$ cat src/rtl/gpt_pkg.sv
package gpt_pkg;
    localparam int ADDR_W  = 8;
    localparam int CTRL_W  = 15;
    localparam int PTV_W   = 3;

    // register offsets (software decodes these)
    localparam logic [ADDR_W-1:0] OFS_STAT  = 8'h18;
    localparam logic [ADDR_W-1:0] OFS_IEN   = 8'h1C;
    localparam logic [ADDR_W-1:0] OFS_CTRL  = 8'h24;
    localparam logic [ADDR_W-1:0] OFS_CNT   = 8'h28;
    localparam logic [ADDR_W-1:0] OFS_LOAD  = 8'h2C;
    localparam logic [ADDR_W-1:0] OFS_TRIG  = 8'h30;
    localparam logic [ADDR_W-1:0] OFS_MATCH = 8'h38;

    // control word bit positions
    localparam int C_RUN    = 0;
    localparam int C_AUTO   = 1;
    localparam int C_PTV_LO = 2;
    localparam int C_PRE    = 5;
    localparam int C_CMP    = 6;
    localparam int C_DFLT   = 7;
    localparam int C_TRG_LO = 10;
    localparam int C_TOG    = 12;

    // status bit positions
    localparam int S_HIT = 0;
    localparam int S_OVF = 1;

    typedef enum logic [1:0] {
        TRG_NONE = 2'b00,
        TRG_OVF  = 2'b01,
        TRG_BOTH = 2'b10,
        TRG_RSVD = 2'b11
    } trg_mode_e;
endpackage

$ cat src/rtl/gpt_prescaler.sv
module gpt_prescaler
    import gpt_pkg::*;
#(
    parameter int SEL_W = PTV_W
) (
    input  logic             clk,
    input  logic             rst_n,
    input  logic             run,
    input  logic             pre_en,
    input  logic [SEL_W-1:0] ptv,
    output logic             tick_o
);
    localparam int DIV_W = 2 ** SEL_W;

    typedef struct packed {
        logic [DIV_W-1:0] div;
    } psc_state_t;

    psc_state_t st_d, st_q;
    logic [DIV_W:0]   span;
    logic [DIV_W-1:0] lim;

    always_comb begin
        span   = {{DIV_W{1'b0}}, 1'b1} << ({1'b0, ptv} + (SEL_W+1)'(1));
        lim    = span[DIV_W-1:0] - DIV_W'(1);
        tick_o = run && (!pre_en || (st_q.div == lim));
        st_d   = st_q;
        if (!run || !pre_en || tick_o) st_d.div = '0;
        else                           st_d.div = st_q.div + DIV_W'(1);
    end

    always_ff @(posedge clk) begin
        if (!rst_n) st_q <= '0;
        else        st_q <= st_d;
    end

    // a divided tick is never followed by another while division stays on
    assert_prescaled_gap_R5: assert property (@(posedge clk) disable iff (!rst_n)
        (pre_en && tick_o) |=> (!tick_o || !pre_en));
endmodule

$ cat src/rtl/gpt_counter.sv
module gpt_counter #(
    parameter int CNT_W = 32
) (
    input  logic             clk,
    input  logic             rst_n,
    input  logic             tick,
    input  logic             auto_rl,
    input  logic             cmp_en,
    input  logic [CNT_W-1:0] load_val,
    input  logic [CNT_W-1:0] match_val,
    input  logic             sw_wr,
    input  logic [CNT_W-1:0] sw_val,
    input  logic             sw_trig,
    output logic [CNT_W-1:0] cnt_o,
    output logic             ovf_o,
    output logic             hit_o
);
    typedef struct packed {
        logic [CNT_W-1:0] cnt;
    } cnt_state_t;

    cnt_state_t       st_d, st_q;
    logic [CNT_W-1:0] stepped;

    always_comb begin
        ovf_o   = tick && (&st_q.cnt);
        stepped = st_q.cnt;
        if (tick) begin
            if (ovf_o) stepped = auto_rl ? load_val : '0;
            else       stepped = st_q.cnt + CNT_W'(1);
        end
        hit_o = tick && cmp_en && (stepped == match_val);
        st_d  = st_q;
        if (sw_wr)        st_d.cnt = sw_val;
        else if (sw_trig) st_d.cnt = load_val;
        else              st_d.cnt = stepped;
    end

    always_ff @(posedge clk) begin
        if (!rst_n) st_q <= '0;
        else        st_q <= st_d;
    end

    assign cnt_o = st_q.cnt;

    assert_count_step_R3: assert property (@(posedge clk) disable iff (!rst_n)
        (tick && !ovf_o && !sw_wr && !sw_trig) |=> (cnt_o == $past(cnt_o) + CNT_W'(1)));

    assert_wrap_value_R7: assert property (@(posedge clk) disable iff (!rst_n)
        (ovf_o && !sw_wr && !sw_trig) |=> (cnt_o == '0 || cnt_o == $past(load_val)));

    assert_trigger_copy_R6: assert property (@(posedge clk) disable iff (!rst_n)
        (sw_trig && !sw_wr) |=> (cnt_o == $past(load_val)));
endmodule

$ cat src/rtl/gpt_outgen.sv
module gpt_outgen
    import gpt_pkg::*;
(
    input  logic       clk,
    input  logic       rst_n,
    input  logic [1:0] trg,
    input  logic       tog_mode,
    input  logic       dflt,
    input  logic       ovf_ev,
    input  logic       hit_ev,
    output logic       tout_o
);
    typedef struct packed {
        logic pulse;
        logic tog;
    } out_state_t;

    out_state_t st_d, st_q;
    logic       ev;

    always_comb begin
        case (trg_mode_e'(trg))
            TRG_OVF:  ev = ovf_ev;
            TRG_BOTH: ev = ovf_ev || hit_ev;
            default:  ev = 1'b0;
        endcase
        st_d       = st_q;
        st_d.pulse = ev;
        st_d.tog   = tog_mode ? (st_q.tog ^ ev) : 1'b0;
    end

    always_ff @(posedge clk) begin
        if (!rst_n) st_q <= '0;
        else        st_q <= st_d;
    end

    assign tout_o = dflt ^ (tog_mode ? st_q.tog : st_q.pulse);

    assert_toggle_flip_R13: assert property (@(posedge clk) disable iff (!rst_n)
        (tog_mode && ev) |=> (st_q.tog != $past(st_q.tog)));

    assert_pulse_one_clock_R12: assert property (@(posedge clk) disable iff (!rst_n)
        (st_q.pulse && !ev) |=> !st_q.pulse);
endmodule

$ cat src/rtl/gpt_core.sv
module gpt_core
    import gpt_pkg::*;
#(
    parameter int CNT_W = 32
) (
    input  logic              clk,
    input  logic              rst_n,
    input  logic              bus_sel,
    input  logic              bus_wr,
    input  logic [ADDR_W-1:0] bus_addr,
    input  logic [CNT_W-1:0]  bus_wdata,
    output logic [CNT_W-1:0]  bus_rdata,
    output logic              irq_o,
    output logic              tout_o
);
    localparam int NFLAG = 2;

    typedef struct packed {
        logic [CTRL_W-1:0] ctrl;
        logic [CNT_W-1:0]  load;
        logic [CNT_W-1:0]  match;
        logic [NFLAG-1:0]  stat;
        logic [NFLAG-1:0]  ien;
    } regs_t;

    regs_t            regs_d, regs_q;
    logic             wr_en, rd_en;
    logic             tick, ovf_ev, hit_ev;
    logic [CNT_W-1:0] cnt;
    logic [CNT_W-1:0] rd_mux;

    assign wr_en = bus_sel && bus_wr;
    assign rd_en = bus_sel && !bus_wr;

    gpt_prescaler #(.SEL_W(PTV_W)) u_psc (
        .clk    (clk),
        .rst_n  (rst_n),
        .run    (regs_q.ctrl[C_RUN]),
        .pre_en (regs_q.ctrl[C_PRE]),
        .ptv    (regs_q.ctrl[C_PTV_LO +: PTV_W]),
        .tick_o (tick)
    );

    gpt_counter #(.CNT_W(CNT_W)) u_cnt (
        .clk       (clk),
        .rst_n     (rst_n),
        .tick      (tick),
        .auto_rl   (regs_q.ctrl[C_AUTO]),
        .cmp_en    (regs_q.ctrl[C_CMP]),
        .load_val  (regs_q.load),
        .match_val (regs_q.match),
        .sw_wr     (wr_en && bus_addr == OFS_CNT),
        .sw_val    (bus_wdata),
        .sw_trig   (wr_en && bus_addr == OFS_TRIG),
        .cnt_o     (cnt),
        .ovf_o     (ovf_ev),
        .hit_o     (hit_ev)
    );

    gpt_outgen u_out (
        .clk      (clk),
        .rst_n    (rst_n),
        .trg      (regs_q.ctrl[C_TRG_LO +: 2]),
        .tog_mode (regs_q.ctrl[C_TOG]),
        .dflt     (regs_q.ctrl[C_DFLT]),
        .ovf_ev   (ovf_ev),
        .hit_ev   (hit_ev),
        .tout_o   (tout_o)
    );

    always_comb begin
        regs_d = regs_q;
        if (ovf_ev && !regs_q.ctrl[C_AUTO]) regs_d.ctrl[C_RUN] = 1'b0;
        if (wr_en) begin
            case (bus_addr)
                OFS_CTRL:  regs_d.ctrl  = bus_wdata[CTRL_W-1:0];
                OFS_LOAD:  regs_d.load  = bus_wdata;
                OFS_MATCH: regs_d.match = bus_wdata;
                OFS_STAT:  regs_d.stat  = regs_q.stat & ~bus_wdata[NFLAG-1:0];
                OFS_IEN:   regs_d.ien   = bus_wdata[NFLAG-1:0];
                default:   ;
            endcase
        end
        regs_d.stat[S_OVF] = regs_d.stat[S_OVF] | ovf_ev;
        regs_d.stat[S_HIT] = regs_d.stat[S_HIT] | hit_ev;
    end

    always_ff @(posedge clk) begin
        if (!rst_n) regs_q <= '0;
        else        regs_q <= regs_d;
    end

    always_comb begin
        case (bus_addr)
            OFS_CTRL:  rd_mux = CNT_W'(regs_q.ctrl);
            OFS_CNT:   rd_mux = cnt;
            OFS_LOAD:  rd_mux = regs_q.load;
            OFS_MATCH: rd_mux = regs_q.match;
            OFS_STAT:  rd_mux = CNT_W'(regs_q.stat);
            OFS_IEN:   rd_mux = CNT_W'(regs_q.ien);
            default:   rd_mux = '0;
        endcase
        bus_rdata = rd_en ? rd_mux : '0;
    end

    assign irq_o = |(regs_q.stat & regs_q.ien);

    assert_ovf_flag_R7: assert property (@(posedge clk) disable iff (!rst_n)
        ovf_ev |=> regs_q.stat[S_OVF]);

    assert_hit_flag_R9: assert property (@(posedge clk) disable iff (!rst_n)
        hit_ev |=> regs_q.stat[S_HIT]);

    assert_run_cleared_R8: assert property (@(posedge clk) disable iff (!rst_n)
        (ovf_ev && !regs_q.ctrl[C_AUTO] && !(wr_en && bus_addr == OFS_CTRL))
        |=> !regs_q.ctrl[C_RUN]);

    assert_flag_sticky_R10: assert property (@(posedge clk) disable iff (!rst_n)
        (regs_q.stat[S_OVF] && !(wr_en && bus_addr == OFS_STAT)) |=> regs_q.stat[S_OVF]);
endmodule

$ cat config.mk
export PLATFORM = sky130hd
export DESIGN_NAME = gpt_core
export DESIGN_NICKNAME = d
export VERILOG_FILES = /design/src/rtl/gpt_pkg.sv /design/src/rtl/gpt_prescaler.sv /design/src/rtl/gpt_counter.sv /design/src/rtl/gpt_outgen.sv /design/src/rtl/gpt_core.sv
export SDC_FILE = /design/constraint.sdc
export NUM_CORES = 1
export LEC_CHECK = 0
export BUFFER_PORTS_ARGS = -buffer_cell sky130_fd_sc_hd__buf_2
export CAP_MARGIN = 15
export CELL_PAD_IN_SITES_DETAIL_PLACEMENT = 1
export CELL_PAD_IN_SITES_GLOBAL_PLACEMENT = 1
export CORE_UTILIZATION = 38
export CTS_CLUSTER_SIZE = 24
export DETAILED_ROUTE_END_ITERATION = 6
export PLACE_DENSITY_LB_ADDON = 0.1
export SYNTH_ARGS = -nofsm -noshare
export SYNTH_HDL_FRONTEND = slang
export SYNTH_SLANG_ARGS = --single-unit
$ cat constraint.sdc
create_clock -name clk -period 8.4 [get_ports clk]
set_input_delay 0.84 -clock clk [delete_from_list [all_inputs] [get_ports clk]]
set_output_delay 0.84 -clock clk [all_outputs]
set_load 0.01 [all_outputs]
==> out/results.txt <==
Run status = finished with violations
Failing checks = DRC
Critical path start-end classification = reg2reg
R2R Path Start = regs_q[71]
Max-Cap Viols = 0
Via/cell ratio = 6.640
Worst Reg-to-Reg Cells = 13
Mux share of post-synthesis cell area = 2.593%
Starting density of the core = 39.22%
GRT Overall Usage = 36.32%
CTS resizes = 0
Clock Tree Buf Depth = 2
Cell Area, Synth = 0.009649 sq mm
Most frequent cell after synthesis = nand2_1
H-tree levels = 4
Pleak = 3.514 nW
Fin worst setup slack = 3518 ps
Port Buffers = 77
Area delta synth->final = 11.14%
Synth unique cells = 97
Post-route ant nets = 0
Antenna cells = 0
Place WS = 3634 ps
Fin crit period = 4882 ps
Synth cell count leaders = nand2_1 (268), a21oi_1 (159), dfxtp_1 (125)
Relative slew slack = 27.15%
Die Height = 161.4 um
Yosys reg bits = 125
Postcts setup bufs = 0
Worst skew pair latency = 430 ps
Hold buffer count at cts = 0
Final hold vios = 0
Vias in the first global route = 11211
Delay of the slowest cell on the worst path = 750 ps
Top delay family on crit path = compound AO/OA/AOI/OAI gates
Setup crit start kind = flip-flop
Largest net degree at the start of global routing = 78
Endpoints failing setup = 0
Crit-path max FO = 21
Via Count = 11414
TritonCTS buffer count = 17
Synth warn = 0
TritonRoute pass-1 iters = 7
Most frequent CP cell = or3_1
Core Box Area = 0.02460 sq mm
Post-Route Setup TNS = 0 ps
Crit path max-delay cell type = o21ai_0
First-pass GRT wire length = 71.21 mm
Async set-or-reset flop fraction in the synthesized netlist = 0%
Most used DFF post-synth = dfxtp_1
Fmax = 204.8 MHz
EDFF count, synth = 0
CP Data Required Time = 8720 ps
WHS = 460.9 ps
Die Wd = 161.4 um
Simple-gate share of the synthesized area = 33.92%
Clk root buf = clkbuf_16
Share of cells above drive strength 1 = 13.26%
Drt drc = 20
Sequential fraction of the synthesis area = 25.93%
Buf/Inv on CP = 0
Power density of the placed cells = 135.7 mW/mm^2
Synth area leaders = dfxtp_1 (26%), nand2_1 (10%), a21oi_1 (8.2%), nor2_1 (3.9%), clkbuf_1 (2.9%)
CTS tree = built
Remaining global-route overflow = 0
Clock Sinks = 125
IO Count = 78
Fin area = 0.01072 sq mm
Mean routed wirelength per cell = 27.47 um
CP Cell Sequence = or3_1, ha_1, xnor2_2, o2111ai_1, a221oi_4, o221ai_4, o21ai_0, o221ai_1, nor4_1, and4_1, a31oi_1, or3_1, mux2i_1
Cell taking the most area after synthesis = dfxtp_1
Crit path depth = 13
Synth top area share = 25.93%
Adder-cell share of the synthesized area = 0.6483%
Worst-path clk slew = 70 ps
HP Class = reg2reg
Total power = 1.455 mW
Critical Path Start = regs_q[71]
Post-Syn Nets = 1428
Worst setup path endpoint = u_out.st_q[0]
Unrepaired setup endpoints after global routing = false
Critical Path End Type = flip-flop
Combinational family with the most area after synthesis = simple AND/OR/NAND/NOR gates
XOR/XNOR Fraction of Synth Area = 2.529%
Drt initial violations = 1327
Worst vdd ir = 113.9 uV
Post-DP HPWL = 34.25 mm
Initial antenna violation count = 0
Final worst-path cycle share = 58.12%
Slew Limit Fails = 0
Gate Count Post-Synth = 1379
Reg2reg end = u_out.st_q[0]
Arrival time worst endpoint = 5200 ps
GP Congestion = 1.048
# nets final = 1431
Reg2reg setup slack = 3520 ps
WL final = 47.22 mm
Worst slew pin tran = 1085 ps
Clk_skew = 13.32 ps
Row count = 57
Die area = 0.02603 sq mm
Synthesized area per cell = 6.997 sq um
Compound-Gate Fraction of Synth Area = 27.58%
Placed standard-cell area = 0.01011 sq mm
==> placed cells by master (no fill, tap or decap), drive strengths merged, types with 8 or more instances in the layout <==
master | Yosys | routed
nor3 | 44 | 44
o2111ai | 8 | 8
o211ai | 21 | 21
mux2i | 10 | 10
nand3 | 57 | 57
o221ai | 10 | 10
nand2 | 268 | 268
a21oi | 159 | 159
nor2 | 103 | 103
and4 | 10 | 10
o21ai | 35 | 35
a211oi | 26 | 26
dfxtp | 125 | 125
buf | 39 | 99
nand4 | 41 | 41
inv | 31 | 36
and2 | 19 | 19
xnor2 | 20 | 20
a222oi | 16 | 16
a22oi | 24 | 24
nand2b | 23 | 23
mux2 | 13 | 13
clkbuf | 76 | 18
nor2b | 10 | 10
and3 | 21 | 21
o31ai | 11 | 11
nor4 | 22 | 22
a31oi | 11 | 11
or3 | 13 | 13
==> flip-flops by register name, summed over array words and instances, names as in the netlist <==
| signal | cells |
|---|---|
| u_psc.st_q | 8 |
| u_cnt.cnt_o | 32 |
| u_out.st_q | 2 |
| regs_q | 83 |
==> how the worst min path moves through the flow <==
stage | startpoint | end | slack [ps] | depth (start not counted)
2_1_floorplan | u_psc.st_q[0] | u_psc.st_q[0] | 430 | 1
3_3_place_gp | regs_q[81] | regs_q[81] | 450 | 2
3_5_place_dp | regs_q[81] | regs_q[81] | 450 | 2
4_1_cts | regs_q[81] | regs_q[81] | 460 | 2
5_1_grt | regs_q[81] | regs_q[81] | 480 | 2
6_report | regs_q[82] | regs_q[82] | 460 | 2
==> final cells by class <==
class	instances	area, sq um
clock buffers	18	429.2
clock inverters	14	182.7
fillers	3148	13880
inverters	31	117.6
multi-input cells	1108	6536
flip-flops and latches	125	2502
well taps	324	405.4
repair buffers	99	550.5
==> routing by layer <==
layer,GRT usage (%),vias to the layer above,part of all wire [%]
li1,-,5058,-
met1,49.78,5672,44
met2,57.03,575,45
met3,6.112,109,8.1
met4,13.25,0,3.1
met5,0,-,0
==> through the flow <==
stage	util, %	cells
after floorplan	-	1379
after CTS	43.59	1719
after global placement	41.10	1687
after global routing	43.59	1719
after detailed placement	41.10	1687
final	43.59	1719
==> cell families after synthesis <==
family | after synthesis
flops | 125
xor+xnor | 27
mux | 23
compound gates | 391
other cells | 1
simple gates | 661
fa+ha+maj | 5
buf+inv | 146
==> power by group <==
group | internal [mW] | switching (mW) | total, mW
registers | 0.593 | 0.00104 | 0.594
clock network | 0.475 | 0.343 | 0.818
logic | 0.0123 | 0.0311 | 0.0434
total | 1.08 | 0.375 | 1.46
==> tightest hold or removal path, cell delays in order, from the launching register on <==
cell     delay, ps
dfxtp_1        310
nand2_1         50
a21oi_1         50
No activity file was read; power rests on OpenSTA's default activity.
